==> config.mk <==
export PLATFORM = sky130hd
export DESIGN_NAME = gain_word_sequencer
export DESIGN_NICKNAME = d
export VERILOG_FILES = /design/src/rtl/gain_word_sequencer.sv
export SDC_FILE = /design/constraint.sdc
export NUM_CORES = 1
export LEC_CHECK = 0
export ABC_AREA = 1
export CORE_ASPECT_RATIO = 1.4
export CORE_MARGIN = 4
export CORE_UTILIZATION = 43
export DETAILED_ROUTE_END_ITERATION = 10
export GPL_ROUTABILITY_DRIVEN = 0
export GPL_TIMING_DRIVEN = 0
export PLACE_DENSITY = 0.73
export SYNTH_ARGS = -nofsm -noshare
export SYNTH_HDL_FRONTEND = slang
export SYNTH_SLANG_ARGS = --single-unit
==> constraint.sdc <==
create_clock -name clk -period 1.2 [get_ports clk]
set_input_delay 0.18 -clock clk [delete_from_list [all_inputs] [get_ports clk]]
set_output_delay 0.18 -clock clk [all_outputs]
set_load 0.02 [all_outputs]
==> src/rtl/gain_word_sequencer.sv <==
module gain_word_sequencer #(
  parameter int HALF_DIV = 2
) (
  input  logic       clk,
  input  logic       rst_n,
  input  logic       send_i,
  input  logic       load_mode_i,
  input  logic       ch1_sel_i,
  input  logic       ch2_sel_i,
  input  logic [5:0] word_i,
  output logic       sclk_o,
  output logic       sdata_o,
  output logic       mode_o,
  output logic       en1_o,
  output logic       en2_o,
  output logic       busy_o
);
  localparam int DW = (HALF_DIV > 1) ? $clog2(HALF_DIV) : 1;
  localparam logic [DW-1:0] DIV_LAST = DW'(HALF_DIV - 1);

  logic [DW-1:0] div_q;
  logic          busy_q, phase_q, mode_q, sel1_q, sel2_q;
  logic [2:0]    pos_q;
  logic [5:0]    word_q;
  logic          bit_sel;

  wire       tick     = busy_q && (div_q == DIV_LAST);
  wire [2:0] last_pos = mode_q ? 3'd6 : 3'd1;

  always_ff @(posedge clk) begin
    if (!rst_n) begin
      div_q   <= '0;
      busy_q  <= 1'b0;
      phase_q <= 1'b0;
      pos_q   <= 3'd0;
      word_q  <= '0;
      mode_q  <= 1'b0;
      sel1_q  <= 1'b0;
      sel2_q  <= 1'b0;
    end else if (!busy_q) begin
      if (send_i) begin
        busy_q  <= 1'b1;
        phase_q <= 1'b0;
        pos_q   <= 3'd0;
        div_q   <= '0;
        word_q  <= word_i;
        mode_q  <= load_mode_i;
        sel1_q  <= ch1_sel_i;
        sel2_q  <= ch2_sel_i;
      end
    end else begin
      div_q <= tick ? '0 : div_q + DW'(1);
      if (tick) begin
        phase_q <= ~phase_q;
        if (phase_q) begin
          pos_q <= pos_q + 3'd1;
          if (pos_q == last_pos) busy_q <= 1'b0;
        end
      end
    end
  end

  always_comb begin
    case (pos_q)
      3'd1:    bit_sel = word_q[5];
      3'd2:    bit_sel = word_q[4];
      3'd3:    bit_sel = word_q[3];
      3'd4:    bit_sel = word_q[2];
      3'd5:    bit_sel = word_q[1];
      3'd6:    bit_sel = word_q[0];
      default: bit_sel = 1'b0;
    endcase
  end

  assign sclk_o  = busy_q & phase_q;
  assign sdata_o = busy_q & bit_sel;
  assign mode_o  = busy_q & mode_q;
  assign en1_o   = busy_q & sel1_q;
  assign en2_o   = busy_q & sel2_q;
  assign busy_o  = busy_q;
endmodule

======== Yosys cells after proc, flatten, opt, wreduce, memory -nomap -nowiden ========
Cells that the tools add are included.
word-level totals
  memory bits (writable) .................. 0
  memory bits (read-only) ................. 0
  register bits after elaboration ......... 15
  bits in latches ......................... 0
  word-level logic and storage cells ...... 47
  memories ................................ 0
operators by class
  bitwise gates (word level) .............. 7
  divide/modulo/power cells ............... 0
  mux-type cells .......................... 16
  order comparisons ....................... 0
  shifts and indexed selects .............. 0
  add/sub/neg operators ................... 2
  $mul .................................... 0
  reductions and logical operators ........ 5
  eq/ne operators ......................... 9
operators with widths
  cell                                                    count
  two-way mux 3 bit                                       5
  two-way mux 1 bit                                       10
  == test 3 bit (second input constant)                   3
  == test 3 x 2 -> 1 bit (second input constant)          2
  case mux 1 bit (6 select lines)                         1
  bitwise AND 1 bit                                       5
  inequality test 2 x 1 -> 1 bit (second input constant)  2
  AND reduction 2 bit                                     2
  adder 3 x 1 -> 3 bit (second input constant)            1
  == test 3 x 1 -> 1 bit (second input constant)          1
  == test 3 bit                                           1
  AND reduction 3 bit                                     1
  NOT 1 bit                                               2
  nonzero test 2 bit                                      1
  adder 1 bit (second input constant)                     1
  logical AND 1 bit                                       1

======== Logic depth before layout (Yosys ltp) ========
Gate-level depths: netlist of the first run.
  depth in word-level cells ............... 6
  mapped depth ............................ 8
  depth with buffers taken out ............ 8

======== Worst setup path after synthesis of the first run ========
Ideal clock, no wire load.
  kind .................................... register -> output
  from .................................... register pos_q[0]
  to ...................................... output port sdata_o
  data required time ...................... 1.020 ns
  arrival ................................. 1.171 ns
  setup slack ............................. -0.151 ns
  stages on the path, launching flop included .. 8
  cells stage by stage .................... dfxtp_1 > ha_1 > ha_1 > nand2_1 > nand2_1 > nand3b_1 > nand2_1 > nor2_1
between the ends
  longest elaborated chain between the ends .. 3
  elaborated cells on any way between the ends .. 8
  classes of those cells .................. eq/ne (6); mux (1); bitwise (1)
RTL lines
  element                                RTL line  RTL
  start: declaration                     23        logic [2:0] pos_q;
  start signal: assignment               56        pos_q <= pos_q + 3'd1;
  == test 3 bit (tied with other cells)  64        case (pos_q)
  case mux 1 bit (6 select lines) *      64
  bitwise AND 1 bit *                    76        assign sdata_o = busy_q & bit_sel;
  end: declaration                       12        output logic sdata_o,
Every way passes the cells marked *; elsewhere a longest branch is shown, timed or not.

======== Worst setup path in the final report of the first run ========
Ends and elaborated chain as after synthesis.

==> results of run 1 <==
-- logic make-up (layout without fill, tap and decap cells) --
logic type / count (synthesis) / in the layout / synth area share
simple gates: 54 / 54 / 0.3308
compound gates: 18 / 18 / 0.1206
buf+inv: 17 / 43 / 0.1005
flops: 15 / 15 / 0.3709
fa+ha+maj: 5 / 5 / 0.07728
-- layout by cell type, fill, tap and decap left out --
cell type,netlist,final
ha_2,0,1
inv_2,2,6
nor2_4,1,2
nand2_2,1,2
a21oi_2,2,2
buf_12,0,3
clkdlybuf4s50_1,0,11
nor2_1,12,11
a21oi_1,4,4
inv_4,1,2
nand2_1,24,19
dlygate4sd2_1,0,1
inv_1,11,5
inv_6,0,1
nand3b_1,2,2
nor2_2,8,8
dfxtp_1,15,11
ha_4,0,4
nand3_1,4,4
clkbuf_1,1,2
buf_6,2,7
dfxtp_2,0,2
clkbuf_4,0,3
nand3_2,1,1
dfxtp_4,0,2
nor2_8,1,1
nand2_4,0,4
o21ai_0,10,10
o21ai_1,2,2
clkbuf_16,0,1
buf_4,0,1
-- path summary, 6_finish.rpt --
| path | from | to | slack (ns) | cells after the start |
|---|---|---|---|---|
| max | pos_q[0]$_SDFFE_PN0P_ | sdata_o | -0.48 | 8 |
| min | ch2_sel_i | sel2_q$_SDFFE_PN0P_ | 0.47 | 3 |
| max reg2reg | busy_o$_SDFF_PN0_ | word_q[0]$_SDFFE_PN0P_ | 0.02 | 7 |
| min reg2reg | div_q$_SDFFE_PN0P_ | div_q$_SDFFE_PN0P_ | 0.50 | 2 |
-- registers in the layout, summed over array words and instances (netlist names) --
name	flops
word_q	6
pos_q	3
busy_o	1
div_q	1
mode_q	1
phase_q	1
sel1_q	1
sel2_q	1
-- where the power goes --
group,internal (mW),switching [mW],total (mW)
combinational,0.132,0.115,0.247
clock,0.130,0.179,0.309
sequential,0.525,0.0220,0.547
total,0.787,0.316,1.10
-- layer usage --
metal  up-vias  track usage  routed length, um
met3         5      0.02736                 54
met5         -            0                  0
met4         0      0.07759                 43
met1       352       0.1629                778
met2        11       0.2752               1094
li1        394            -                  -
-- metrics by stage --
stage	total power, mW	setup TNS, ns
finish	1.103	-0.6727
global route	1.143	-1.008
CTS	1.048	-0.4730
detailed placement	0.7353	-3.523
global placement	0.7292	-3.078
floorplan	0.6575	-0.01974
-- area by class of cell --
class / count / area [um^2]
repair buffers: 22 / 259.0
well taps: 20 / 25.02
multi-input cells: 77 / 520.5
fillers: 142 / 540.5
plain buffers: 3 / 35.03
flip-flops and latches: 15 / 310.3
inverters: 14 / 62.56
clock buffers: 4 / 26.28
-- worst max-delay path, cell delays in order, from the launching register on --
cell	delay (ns)
dfxtp_4	0.39
ha_4	0.17
ha_4	0.15
nand2_2	0.04
nand2_1	0.04
nand3b_1	0.15
nand2_2	0.09
nor2_4	0.04
buf_6	0.12
-- timing repair --
| action | CTS | global route |
|---|---|---|
| endpoints found under the setup margin | 6 | 14 |
| cloned | 0 | 1 |
| setup buffers | 2 | 2 |
| pin swaps | 2 | 6 |
| resized for setup | 35 | 21 |
==> impl_metrics.csv, run 1 <==
group,metric,value,unit
run_status,outcome,"complete, but fails checks",
run_status,violations,"setup timing",
die,start_util,0.4550,
power_and_ir_drop,ir_worst_vdd,0.7048,mV
critical_path,critPathMaxFanout,5,
die,core_area,1779,um^2
grt,grt_usage,0.1524,
synth,synth-async-reset-ratio,0,
critical_path,cp.arrival,1.50,ns
layout,n_antenna_cell,0,
sta,min_period_over_period,1.396,
placed_design,dp.cells,146,
clock_tree,clockBufferDepth,2,
synth,ys_top_cells_by_count,"nand2_1 (24), dfxtp_1 (15), nor2_1 (12)",
detailed_routing,routed_wirelength,1.970,mm
die,fp.dieW,44.67,um
sta,hold_violations,0,
sta,slew_viol_final,0,
min_path,hold_class,"input port to flop",
sta,hold_slack,0.4732,ns
grt,antenna_found_initial,0,
synth,syn-num-nets,126,
die,design.die.area,2651,um^2
synth,synth_ff_type,"dfxtp_1",
clock_tree,insertion_delay,0.30,ns
synth,synth_cell_types,20,
critical_path,crit_path_end_kind,"primary output",
layout,final_area,1239,um^2
sta,relSlewSlack,0.7557,
sta,fmax,596.8,MHz
placed_design,place_worst_setup_slack,-0.6329,ns
placed_design,place.detailed.hpwl,1.288,mm
critical_path,crit_type,"flop to primary output",
critical_path,start_kind,"flop",
clock_tree,cts_buffers,3,
grt,grt_pass1_wl,2.967,mm
clock_tree,cts_tree,"yes",
die,die_h,59.34,um
job,cap_violations,0,
detailed_routing,ant_nets,0,
critical_path,required,1.02,ns
sta,worst_slack,-0.4756,ns
detailed_routing,drc,0,
die,rows,18,
synth,avgSynthCellArea,7.427,um^2
sta,worst_slew_pin_slew,0.3665,ns
detailed_routing,drt_iter0_markers,10,
clock_tree,hold_buffers,0,
synth,synthCells,109,
synth,synth_area_leaders,"dfxtp_1 (37%), nand2_1 (11%), ha_1 (7.7%), nor2_2 (6.2%), o21ai_0 (6.2%)",
synth,ys_seq_area_frac,0.3709,
synth,ys_seq_elements,15,
layout,drive_gt1_frac,0.3926,
synth,synth_edf_count,0,
layout,fin_nets,153,
detailed_routing,vias,762,
layout,syn_to_final_growth,53.01,%
detailed_routing,routedWlPerCell,12.71,um
grt,grt_max_degree,11,
die,io_pins,18,
clock_tree,numClockSinks,15,
synth,synth.top_cell.area_share,0.3709,
sta,skew,0.008003,ns
power_and_ir_drop,p_leak,0.5590,nW
synth,synth_top_cell_by_area,"dfxtp_1",
detailed_routing,first_pass_iters,4,
placed_design,io_buffer_count,17,
clock_tree,cts.clk_slew.worst_paths,0.10,ns
sta,finalCriticalPeriod,1.676,ns
grt,grt_pass1_vias,716,
layout,post-route-util,0.6962,
grt,grt_overflow_total,0,
power_and_ir_drop,power_density,890.3,nW/um^2
sta,rsz0062_at_grt,"true",
detailed_routing,viasPerCell,4.916,
synth,yosysMostFrequentCell,"nand2_1",
clock_tree,h-tree-depth,1,
synth,yosys_warnings,0,
synth,netlist_area,809.5,um^2
placed_design,placed_area,1047,um^2
clock_tree,root_buffer,"clkbuf_4",
sta,finalSetupViolCount,4,
layout,fin_cells,155,
(Power assumes the default switching activity.)
==> run 2: changes to the inputs <==
--- a/config.mk
+++ b/config.mk
@@ -10,7 +10,6 @@
 export CORE_MARGIN = 4
 export CORE_UTILIZATION = 43
 export DETAILED_ROUTE_END_ITERATION = 10
-export GPL_ROUTABILITY_DRIVEN = 0
 export GPL_TIMING_DRIVEN = 0
 export PLACE_DENSITY = 0.73
 export SYNTH_ARGS = -nofsm -noshare
==> results of run 2 <==
Final layout, timing and power as in run 1 (identical DEF).
==> run 3: changes to the inputs <==
--- a/config.mk
+++ b/config.mk
@@ -7,7 +7,7 @@
 export LEC_CHECK = 0
 export ABC_AREA = 1
 export CORE_ASPECT_RATIO = 1.4
-export CORE_MARGIN = 4
+export CORE_MARGIN = 2
 export CORE_UTILIZATION = 43
 export DETAILED_ROUTE_END_ITERATION = 10
 export GPL_TIMING_DRIVEN = 0
==> run 3 against run 2 <==
  * The run still ends with setup timing left
  * Sequential power shrank 0.7%
  * First-iteration DRC count up 20%
  * Final area shrank 7.6%
  * Utilization shrank 5.3 points
  * Clock skew is essentially flat
  * Worst setup slack better by 0.029 ns
  * Combinational power shrank 20%
  * Critical path type unchanged
==> impl_metrics.csv, run 3 (synthesized netlist as in run 1, its figures left out) <==
group,metric,value,unit
critical_path,r2r-start,"busy_o$_SDFF_PN0_",
critical_path,crit_type,"flop to primary output",
grt,grt_overflow_total,0,
detailed_routing,drt_iter0_markers,12,
sta,setup_tns,-0.6848,ns
power_and_ir_drop,ir_worst_vdd,0.5343,mV
job,cap_violations,0,
placed_design,io_buffer_count,17,
sta,worst_slew_pin_slew,0.2042,ns
placed_design,routabilityCongestion,0.8246,
grt,grt_pass1_vias,679,
sta,fmax,607.4,MHz
sta,slew_viol_final,0,
critical_path,critPathMaxFanout,5,
layout,drive_gt1_frac,0.3657,
grt,grt_usage,0.1664,
critical_path,crit_start,"pos_q[0]$_SDFFE_PN0P_",
sta,rsz0062_at_grt,"true",
detailed_routing,first_pass_iters,3,
power_and_ir_drop,power,1.032,mW
detailed_routing,viasPerCell,4.734,
min_path,hold_class,"input port to flop",
grt,grt_max_degree,11,
layout,n_fill_cell,156,
critical_path,regToRegSetupSlack,0.08,ns
grt,antenna_found_initial,0,
placed_design,place_worst_setup_slack,-0.6144,ns
clock_tree,hold_buffers,0,
clock_tree,insertion_delay,0.29,ns
die,fp.dieW,40.67,um
layout,regMostFlops,"word_q",
die,start_util,0.4550,
critical_path,cp_slowest_stage_delay,0.38,ns
critical_path,crit_path_end_kind,"primary output",
min_path,holdPathEnd,"word_q[3]$_SDFFE_PN0P_",
detailed_routing,routed_wirelength,1.595,mm
clock_tree,cts_buffers,3,
clock_tree,cts_tree,"yes",
sta,worst_slack,-0.4464,ns
sta,relSlewSlack,0.8637,
grt,grt_pass1_wl,2.635,mm
die,io_pins,18,
clock_tree,cts.clk_slew.worst_paths,0.09,ns
layout,fin_nets,152,
detailed_routing,routedWlPerCell,10.36,um
die,design.die.area,2251,um^2
critical_path,cp.arrival,1.47,ns
detailed_routing,drc,0,
layout,largestRegisters,"word_q x6, pos_q x3",
layout,largest_reg_flops,6,
min_path,hold_path.startpoint,"word_i[3]",
placed_design,place.detailed.hpwl,1.198,mm
detailed_routing,ant_nets,0,
critical_path,crit_slowest_cell,"dfxtp_4",
power_and_ir_drop,p_leak,0.5091,nW
clock_tree,h-tree-depth,1,
sta,finalCriticalPeriod,1.646,ns
layout,mostFrequentLayoutCell,"nand2_1",
layout,n_antenna_cell,0,
critical_path,worstPathCellList,"ha_4, ha_4, nand2_2, nand2_1, nand3b_1, nand2_2, nor2_4, buf_6",
power_and_ir_drop,power_density,901.6,nW/um^2
clock_tree,numClockSinks,15,
detailed_routing,vias,729,
sta,min_period_over_period,1.372,
clock_tree,clockBufferDepth,2,
die,core_area,1779,um^2
critical_path,required,1.02,ns
critical_path,start_kind,"flop",
sta,hold_violations,0,
critical_path,r2r_cells,7,
critical_path,timing.rr.end,"pos_q[0]$_SDFFE_PN0P_",
die,rows,18,
run_status,outcome,"complete, but fails checks",
clock_tree,root_buffer,"clkbuf_4",
die,die_h,55.34,um
min_path,whs_path_depth,3,
layout,final_cell_mix,"nand2_1 (21), nor2_1 (11), dfxtp_1 (11), clkdlybuf4s50_1 (11), o21ai_0 (10)",
sta,finalSetupViolCount,4,
run_status,violations,"setup timing",
sta,skew,0.007894,ns
layout,syn_to_final_growth,41.42,%
==> run 3: worst max path at each step <==
stage               cells past startpoint  endpoint  slack (ns)
global route                            8   sdata_o       -0.50
finish                                  8   sdata_o       -0.45
floorplan                               8   sdata_o       -0.02
detailed placement                      9   sdata_o       -0.61
global placement                        9   sdata_o       -0.61
CTS                                     8   sdata_o       -0.46
==> run 3: cell type report <==
cell class,instances,area (um^2),share of cell area
Timing Repair Buffer,21,205.2,0.1792
Inverter,14,60.06,0.05246
Sequential cell,15,310.3,0.2710
Clock buffer,4,26.28,0.02295
Multi-Input combinational cell,77,490.5,0.4284
Buffer,3,27.53,0.02404
Tap cell,20,25.02,0.02186
==> run 3: timing repair <==
action | 4_1_cts | 5_1_grt
endpoints found under the hold margin | 0 | 0
buffers inserted | 2 | 2
gates resized for setup | 33 | 13
endpoints found under the setup margin | 6 | 11
pin swaps | 5 | 3
==> run 3: critical path, delay by kind of cell (launching register included) <==
family	cells	cell delay, ns
adders and majority gates	2	0.32
buffers and inverters	1	0.12
DFF	1	0.38
and+or+nand+nor	5	0.35
==> run 3: power breakdown <==
part | internal (mW) | switching (mW)
combinational | 0.0980 | 0.0993
clock | 0.129 | 0.163
sequential | 0.525 | 0.0173
==> run 3: routing by layer <==
layer | wire length [um] | global-route usage
met1 | 690 | 0.1894
met4 | 46 | 0.1000
met2 | 821 | 0.2698
met5 | 0 | 0
met3 | 36 | 0.02410
==> run 3: stage by stage <==
stage                 util  instance area [um^2]  hold slack, ns  std cells
floorplan                -                 852.1          0.3082        109
global placement    0.5886                  1047          0.4831        146
detailed placement  0.5886                  1047          0.4962        146
CTS                 0.6160                  1096          0.4740        152
global route        0.6435                  1145          0.5004        154
finish              0.6435                  1145          0.4786        154
